$ cat src/rtl/ctmr_pkg.sv
package ctmr_pkg;

    typedef enum logic [1:0] {
        SZ_BYTE = 2'd0,
        SZ_HALF = 2'd1,
        SZ_WORD = 2'd2,
        SZ_RSVD = 2'd3
    } acc_size_e;

    typedef enum logic [1:0] {
        ERR_NONE = 2'd0,
        ERR_SIZE = 2'd1,
        ERR_ADDR = 2'd2
    } acc_err_e;

    typedef enum logic [1:0] {
        SEL_CTRL   = 2'd0,
        SEL_PERIOD = 2'd1,
        SEL_SCALE  = 2'd2,
        SEL_COUNT  = 2'd3
    } reg_sel_e;

    localparam int NUM_REGS  = 4;
    localparam int CTRL_BITS = 4;

    // packed from msb: flag(3) reload(2) enable(1) power(0)
    typedef struct packed {
        logic flag;
        logic reload;
        logic enable;
        logic power;
    } ctrl_t;

    function automatic logic ctrl_active(input ctrl_t c);
        return c.power & c.enable;
    endfunction

endpackage

$ cat src/rtl/ctmr_decode.sv
module ctmr_decode
    import ctmr_pkg::*;
#(
    parameter int ADDR_W = 4
) (
    input  logic                req_valid,
    input  logic                req_write,
    input  logic [1:0]          req_size,
    input  logic [ADDR_W-1:0]   req_addr,
    output logic [NUM_REGS-1:0] wr_vec,
    output logic                rd_en,
    output reg_sel_e            sel,
    output acc_err_e            err
);
    logic upper_zero;
    logic size_ok;
    logic offs_ok;

    generate
        if (ADDR_W > 4) begin : g_wide
            assign upper_zero = ~|req_addr[ADDR_W-1:4];
        end else begin : g_narrow
            assign upper_zero = 1'b1;
        end
    endgenerate

    assign size_ok = (acc_size_e'(req_size) == SZ_WORD);
    assign offs_ok = upper_zero && (req_addr[1:0] == 2'b00);
    assign sel     = reg_sel_e'(req_addr[3:2]);

    always_comb begin
        if (!size_ok)      err = ERR_SIZE;
        else if (!offs_ok) err = ERR_ADDR;
        else               err = ERR_NONE;
    end

    assign rd_en = req_valid && !req_write && (err == ERR_NONE);

    generate
        for (genvar g = 0; g < NUM_REGS; g++) begin : g_wr
            assign wr_vec[g] = req_valid && req_write && (err == ERR_NONE)
                               && (sel == reg_sel_e'(g));
        end
    endgenerate

endmodule

$ cat src/rtl/ctmr_count.sv
module ctmr_count #(
    parameter int DATA_W     = 32,
    parameter int SCALE_BITS = 8
) (
    input  logic                  clk,
    input  logic                  rst,
    input  logic                  run,
    input  logic                  reload,
    input  logic [SCALE_BITS:0]   step,
    input  logic [DATA_W-1:0]     period,
    input  logic                  load_en,
    input  logic [DATA_W-1:0]     load_val,
    output logic [DATA_W-1:0]     count,
    output logic                  expire
);
    logic [DATA_W-1:0] step_w;

    assign step_w = DATA_W'(step);
    assign expire = run && (count <= step_w);

    always_ff @(posedge clk) begin
        if (rst) begin
            count <= '0;
        end else if (load_en) begin
            count <= load_val;
        end else if (expire) begin
            count <= reload ? period : '0;
        end else if (run) begin
            count <= count - step_w;
        end
    end

endmodule

$ cat src/rtl/core_tick_timer.sv
module core_tick_timer
    import ctmr_pkg::*;
#(
    parameter int DATA_W     = 32,
    parameter int ADDR_W     = 4,
    parameter int SCALE_BITS = 8
) (
    input  logic              clk,
    input  logic              rst,
    input  logic              req_valid,
    input  logic              req_write,
    input  logic [1:0]        req_size,
    input  logic [ADDR_W-1:0] req_addr,
    input  logic [DATA_W-1:0] req_wdata,
    output logic [DATA_W-1:0] rsp_rdata,
    output logic [1:0]        rsp_err,
    output logic              irq_pulse
);
    localparam int STEP_W = SCALE_BITS + 1;

    ctrl_t               ctrl_q;
    ctrl_t               ctrl_wr;
    logic [DATA_W-1:0]   period_q;
    logic [DATA_W-1:0]   scale_q;
    logic [DATA_W-1:0]   count_q;
    logic                armed_q;
    logic                irq_q;
    logic [DATA_W-1:0]   rdata_q;
    acc_err_e            err_q;

    logic [NUM_REGS-1:0] wr_vec;
    logic                rd_en;
    reg_sel_e            sel;
    acc_err_e            err;

    logic                active_now;
    logic                active_next;
    logic                running;
    logic                expire;
    logic                load_en;
    logic [STEP_W-1:0]   step;

    ctmr_decode #(.ADDR_W(ADDR_W)) u_dec (
        .req_valid (req_valid),
        .req_write (req_write),
        .req_size  (req_size),
        .req_addr  (req_addr),
        .wr_vec    (wr_vec),
        .rd_en     (rd_en),
        .sel       (sel),
        .err       (err)
    );

    assign ctrl_wr     = ctrl_t'(req_wdata[CTRL_BITS-1:0]);
    assign active_now  = ctrl_active(ctrl_q);
    assign active_next = wr_vec[SEL_CTRL] ? ctrl_active(ctrl_wr) : active_now;
    assign running     = active_now && armed_q;
    assign step        = {1'b0, scale_q[SCALE_BITS-1:0]} + STEP_W'(1);
    assign load_en     = wr_vec[SEL_COUNT] | wr_vec[SEL_PERIOD];

    ctmr_count #(.DATA_W(DATA_W), .SCALE_BITS(SCALE_BITS)) u_cnt (
        .clk      (clk),
        .rst      (rst),
        .run      (running),
        .reload   (ctrl_q.reload),
        .step     (step),
        .period   (period_q),
        .load_en  (load_en),
        .load_val (req_wdata),
        .count    (count_q),
        .expire   (expire)
    );

    // control register and arming state
    always_ff @(posedge clk) begin
        if (rst) begin
            ctrl_q  <= '0;
            armed_q <= 1'b0;
            irq_q   <= 1'b0;
        end else begin
            if (wr_vec[SEL_CTRL]) begin
                ctrl_q <= ctrl_wr;
            end
            if (expire) begin
                ctrl_q.flag <= 1'b1;
            end
            if (!active_next) begin
                armed_q <= 1'b0;
            end else if (!active_now) begin
                armed_q <= 1'b1;
            end else if (expire && !ctrl_q.reload) begin
                armed_q <= 1'b0;
            end
            irq_q <= expire;
        end
    end

    // period and scale storage
    always_ff @(posedge clk) begin
        if (rst) begin
            period_q <= '0;
            scale_q  <= '0;
        end else begin
            if (wr_vec[SEL_PERIOD]) period_q <= req_wdata;
            if (wr_vec[SEL_SCALE])  scale_q  <= req_wdata;
        end
    end

    // response path
    always_ff @(posedge clk) begin
        if (rst) begin
            rdata_q <= '0;
            err_q   <= ERR_NONE;
        end else begin
            err_q <= req_valid ? err : ERR_NONE;
            if (rd_en) begin
                case (sel)
                    SEL_CTRL:   rdata_q <= DATA_W'(ctrl_q);
                    SEL_PERIOD: rdata_q <= period_q;
                    SEL_SCALE:  rdata_q <= scale_q;
                    default:    rdata_q <= count_q;
                endcase
            end else begin
                rdata_q <= '0;
            end
        end
    end

    assign rsp_rdata = rdata_q;
    assign rsp_err   = err_q;
    assign irq_pulse = irq_q;

endmodule

$ cat config.mk
export PLATFORM = sky130hd
export DESIGN_NAME = core_tick_timer
export DESIGN_NICKNAME = d
export VERILOG_FILES = /design/src/rtl/ctmr_pkg.sv /design/src/rtl/ctmr_decode.sv /design/src/rtl/ctmr_count.sv /design/src/rtl/core_tick_timer.sv
export SDC_FILE = /design/constraint.sdc
export NUM_CORES = 1
export LEC_CHECK = 0
export ABC_CLOCK_PERIOD_IN_PS = 6800
export BUFFER_PORTS_ARGS = -buffer_cell sky130_fd_sc_hd__buf_4
export CORE_MARGIN = 5
export CORE_UTILIZATION = 48
export CTS_CLUSTER_DIAMETER = 40
export DETAILED_ROUTE_END_ITERATION = 7
export PLACE_DENSITY = 0.67
export SYNTH_ARGS = -nofsm -noshare
export SYNTH_HDL_FRONTEND = slang
export SYNTH_SLANG_ARGS = --single-unit
export TNS_END_PERCENT = 1
$ cat constraint.sdc
create_clock -name clk -period 6.8 [get_ports clk]
set_input_delay 0.34 -clock clk [delete_from_list [all_inputs] [get_ports clk]]
set_output_delay 0.34 -clock clk [all_outputs]
set_load 0.05 [all_outputs]
=== Yosys cells after proc, flatten, opt, wreduce, memory -nomap -nowiden ===
Cells that the tools add are included.

* Input bits: 42
* Bits in registers: 136
* Memories kept: 0
* Logic and storage cells: 58
* Bits in writable memories: 0
* Latch bits: 0
* Output and inout bits: 35
* Bits in read-only memories: 0

* Multiply operators: 0
* Muxes and demuxes: 12
* Eq/ne operators: 5
* $lt $le $gt $ge: 1
* Shift-type cells: 0
* Reduce and logical (&&, ||, !) cells: 21
* Bitwise operators: 6
* Div/mod/pow operators: 0
* Add/sub/neg operators: 2

{| class="wikitable"
|+ Operators by type and width
! cell !! number
|-
| 32-bit 2-to-1 mux || 4
|-
| 32-bit case mux with 3 select lines || 1
|-
| 32-bit by 9-bit <= comparator with 1-bit output || 1
|-
| 32-bit by 9-bit subtractor with 32-bit output || 1
|-
| 1-bit logical AND || 11
|-
| 8-bit by 1-bit adder with 9-bit output (second input constant) || 1
|-
| 2-bit equality test (second input constant) || 3
|-
| 2-bit zero test || 3
|-
| 2-bit OR reduction || 3
|-
| 1-bit 2-to-1 mux || 4
|-
| 2-bit 2-to-1 mux || 2
|-
| 4-bit 2-to-1 mux || 1
|-
| 1-bit inverter || 3
|-
| 3-bit nonzero test || 1
|-
| 1-bit AND || 2
|-
| 2-bit by 1-bit equality test with 1-bit output (second input constant) || 1
|-
| 1-bit zero test || 2
|-
| 2-bit by 1-bit != test with 1-bit output (second input constant) || 1
|-
| 2-bit nonzero test || 1
|-
| 1-bit OR || 1
|}

=== Logic depth before layout (Yosys ltp) ===
* Depth after elaboration: 9
* Mapped depth: 13
* Gate-level depth less buffers: 11

=== Modules after synthesis ===
From an unflattened synthesis, not the netlist that was laid out.

* Cell total of the unflattened synthesis: 783
* Area, all modules: 7011.7 sq um

{| class="wikitable"
|+ Modules (own cells, without submodules)
! module !! times used !! seq. area each (sq um) !! area an instance (sq um) !! cells each
|-
| core_tick_timer || 1 || 2082.0 || 4141.5 || 392
|-
| ctmr_count || 1 || 640.6 || 2776.4 || 377
|-
| ctmr_decode || 1 || 0.0 || 93.8 || 14
|}

=== Worst setup path after synthesis ===
No wires, ideal clock.

* Path type: register to register
* Start: register scale_q[0]
* End: register u_cnt.count[19]
* Stages on the path, launching flop included: 12
* Data required time: 6.714 ns
* Slack: 3.853 ns
* Arrival: 2.861 ns
* Buffers on the path: 1
* Clock period less this slack: 2.947 ns
* Setup time: 0.086 ns
* Path through: dfxtp_1 -> ha_1 -> nand3_1 -> nor2_1 -> nand3_1 -> ha_1 -> clkbuf_1 -> o211ai_1 -> a211oi_1 -> o21ai_0 -> a31o_1 -> a221oi_2

* Longest elaborated chain between the ends: 5
* Elaborated cells between the ends (all ways): 8
* Classes of those cells: add/sub (2); order compare (1); mux (3); reduce/logical (2)

{| class="wikitable"
|+ Ends and longest elaborated chain
! element !! RTL line !! text
|-
| start: declaration || core_tick_timer.sv:24 || <nowiki>logic [DATA_W-1:0] scale_q;</nowiki>
|-
| start signal: assignment || core_tick_timer.sv:105 || <nowiki>if (wr_vec[SEL_SCALE]) scale_q <= req_wdata;</nowiki>
|-
| 8-bit by 1-bit adder with 9-bit output * || core_tick_timer.sv:58 || <nowiki>assign step = {1'b0, scale_q[SCALE_BITS-1:0]} + STEP_W'(1);</nowiki>
|-
| 32-bit by 9-bit subtractor with 32-bit output or 32-bit by 9-bit <= comparator with 1-bit output (tied branches) || ctmr_count.sv:29, ctmr_count.sv:19 ||
|-
| 32-bit 2-to-1 mux or 1-bit logical AND (tied branches) || ctmr_count.sv:28, ctmr_count.sv:19 ||
|-
| 32-bit 2-to-1 mux || ctmr_count.sv:26 || <nowiki>end else if (expire) begin</nowiki>
|-
| 32-bit 2-to-1 mux || ctmr_count.sv:24 || <nowiki>end else if (load_en) begin</nowiki>
|-
| end signal: assignment || ctmr_count.sv:25 || <nowiki>count <= load_val;</nowiki>
|-
| end signal: assignment || ctmr_count.sv:27 || <nowiki>count <= reload ? period : '0;</nowiki>
|-
| end signal: assignment || ctmr_count.sv:29 || <nowiki>count <= count - step_w;</nowiki>
|-
| end: declaration || ctmr_count.sv:13 || <nowiki>output logic [DATA_W-1:0] count,</nowiki>
|}

Every way passes the cells marked *; elsewhere a longest branch is shown, timed or not. The select of a mux whose other input is x is not followed.
A chain may end at the register's enable or synchronous reset.

=== Final worst setup path ===
* Start: register scale_q[0]
* End: register u_cnt.count[11]

The elaborated chain is that of the path after synthesis.

==> impl_results.md <==
* Num CTS Buffers at 17
* Post-DP HPWL at 12500 um
* Routability congestion estimate at 0.911
* Fraction of layout cells with a size suffix above 1 at 19.6%
* Critical Path Start Type: register
* CP max stage cell: o21ai_1
* Clk buf depth at 2
* Finished Layout Cells at 1072
* Dpl cells at 1040
* Post-cts sizing count at 0
* Port bufs at 76
* Die Width at 130 um
* Critical path endpoint: u_cnt.count[11]$_SDFFE_PP0P_
* Power density over the cells at 239 nW/um^2
* Post-CTS setup buffer count at 0
* CP arrival at 3.91 ns
* Worst R2R Setup Slack at 3.22 ns
* Placed cell areas at 7470 um^2
* # setup viols final at 0
* Reg-to-Reg Start: scale_q[0]$_SDFFE_PP0P_
* Commonest non-fill, non-tap cells in the layout: nand2_1, dfxtp_1, buf_4
* Final Max Slew Viols at 0
* Diodes inserted at 0
* Via density per instance at 6.23
* Async set or reset register ratio after synthesis at 0%
* Yosys warning count at 0
* RSZ-0062 raised after global routing: no
* Max_cap viols at 0
* Nets at 932
* Cells after Synth at 838
* Initial antenna violation count at 0
* Wire per inst at 19.2 um
* Grt total ovfl at 0
* Final min period at 3.58 ns
* Hold Violations, Final at 0
* Fmax at 279 MHz
* HP Class: primary input to register
* I/O Pins at 77
* Root buffer cell: clkbuf_16
* Place WS at 3.27 ns
* Vias in the first global route at 6362
* Die Area at 16800 um^2
* Residual DRC at 0
* Tcrit/Tclk final at 52.7%
* Pre-Repair DR Iteration Count at 5
* Final Skew at 0.00835 ns
* CP Launch Point: scale_q[0]$_SDFFE_PP0P_
* EDFF count, synth at 0
* Syn_nets at 891
* Chip height at 130 um
* Finished layout cell area at 8100 um^2
* CTS tree: yes
* Reg2reg end: u_cnt.count[11]$_SDFFE_PP0P_
* Post-synthesis sequential area ratio at 39.7%
* Largest net degree at the start of global routing at 60
* Commonest non-fill, non-tap cell in the layout: nand2_1
* CP endpoint kind: register
* Worst Path Max Fanout at 14
* Cts hold-fix bufs at 0
* Status: finished clean
* P&R area growth vs syn at 18.1%
* Antenna-violating nets left at 0
* Fill count at 1291
* Leak pwr at 2.99 nW
* Ys flop type: dfxtp_1
* Rows at 43
* Clock Pin Slew Worst Setup and Hold Paths at 0.06 ns
* Yosys cell types at 60
* H-tree depth at 4
* Core Area at 13900 um^2
* Max-slew headroom at 27.8%
* Avg Inst Size Synth at 8.18 um^2
* Worst-margin pin slew at 1.08 ns
* Critical path class: register to register
* Clock Latency Late Sink at 0.42 ns
* Starting density of the core at 49.2%
* CP Cell Sequence: ha_1 > nand3_1 > nor2_1 > nand3_1 > ha_1 > nand4b_1 > o21a_1 > o21ai_1 > buf_4 > o21ai_0 > a311oi_1
* CP max stage delay at 0.69 ns
* CTS Sinks at 136
* R2R cell count at 11
* Final worst-path setup slack at 3.22 ns
* VDD IR max at 162 uV
* Total GRT Usage at 24.3%
* Number of DRC markers in iteration 0 at 720
* Setup TNS at 0 ns
* CP required at 7.13 ns
* Yosys reg bits at 136
* Total wire length at 20500 um
* Cell Area, Synth at 6860 um^2
* Via count at 6682
* Global-route wire length before repair at 32700 um
-- power breakdown --
group / internal (mW) / switching [mW] / total (mW)
Combinational: 0.0501 / 0.0960 / 0.146
Sequential: 0.800 / 0.00283 / 0.802
Clock: 0.632 / 0.354 / 0.985
Total: 1.48 / 0.453 / 1.93
-- how the worst min path moves through the flow --
| stage | endpoint | startpoint | depth (start not counted) |
|---|---|---|---|
| after floorplan | scale_q[10]$_SDFFE_PP0P_ | scale_q[10]$_SDFFE_PP0P_ | 2 |
| after global placement | scale_q[29]$_SDFFE_PP0P_ | scale_q[29]$_SDFFE_PP0P_ | 2 |
| after detailed placement | scale_q[30]$_SDFFE_PP0P_ | scale_q[30]$_SDFFE_PP0P_ | 2 |
| after CTS | rsp_err[1]$_SDFF_PP0_ | req_addr[0] | 3 |
| after global routing | rsp_err[1]$_SDFF_PP0_ | req_addr[0] | 3 |
| final | rsp_err[1]$_SDFF_PP0_ | req_addr[0] | 3 |
-- registers in the layout, indices dropped and copies added, names as in the netlist --
register,flops
period_q,32
rsp_rdata,32
scale_q,32
u_cnt.count,32
ctrl_q,4
rsp_err,2
armed_q,1
irq_pulse,1
-- routing by layer --
layer / part of all wire, % / wire length, um / global-route usage, % / up-vias
met5: 0 / 0 / 0 / -
met4: 1.5 / 307 / 8.07 / 0
met3: 9.2 / 1900 / 5.73 / 29
met2: 46 / 9520 / 39.2 / 320
met1: 43 / 8820 / 32.2 / 3219
li1: - / - / - / 3114
-- cell families after synthesis --
group	synth area share [%]
DFF	39.7
and+or+nand+nor	22.6
AOI/OAI and AO/OA	22.8
buffers and inverters	4.56
adders and majority gates	2.12
xor gates and xnor gates	1.92
muxes	6.33
-- metrics by stage --
step                util (%)  total power [mW]  hold WS [ns]
floorplan                  -             0.913         0.434
global placement        53.6             0.960         0.440
detailed placement      53.6             0.964         0.449
CTS                     58.1              1.94         0.145
global route            58.1              1.99         0.167
finish                  58.1              1.93         0.155
-- worst max-delay path: cells and delay by family (launching register included) --
kind / cells / cell delay, ns
DFF: 1 / 0.41
AOI/OAI and AO/OA: 4 / 1.40
and+or+nand+nor: 4 / 0.67
adders and majority gates: 2 / 0.64
buffers and inverters: 1 / 0.35
-- cell usage after synthesis, types with 5 or more instances --
cell type / count / area, um^2
a21oi_1: 80 / 400
o21ai_0: 51 / 255
ha_1: 10 / 125
a21o_1: 6 / 45.0
xnor2_1: 8 / 70.1
o31a_1: 13 / 114
nor2_1: 49 / 184
nand3_1: 35 / 175
a311oi_1: 22 / 193
nor4_1: 16 / 100
or2_2: 5 / 31.3
mux2_2: 27 / 304
inv_1: 6 / 22.5
clkbuf_1: 55 / 206
a31oi_1: 5 / 31.3
buf_2: 7 / 35.0
nor3_1: 11 / 55.1
xor2_1: 7 / 61.3
dfxtp_1: 136 / 2720
a22oi_1: 28 / 210
o21a_1: 6 / 45.0
or3_1: 30 / 188
nand2_1: 154 / 578
nor2b_1: 5 / 31.3
-- layout make-up --
cell class	count	area [um^2]	share of cell area [%]
Clock buffer	20	457	5.64
Clock inverter	12	173	2.13
Inverter	6	22.5	0.278
Multi-Input combinational cell	629	3830	47.3
Sequential cell	136	2720	33.6
Tap cell	180	225	2.78
Timing Repair Buffer	89	668	8.25
No activity file was read; power rests on OpenSTA's default activity.
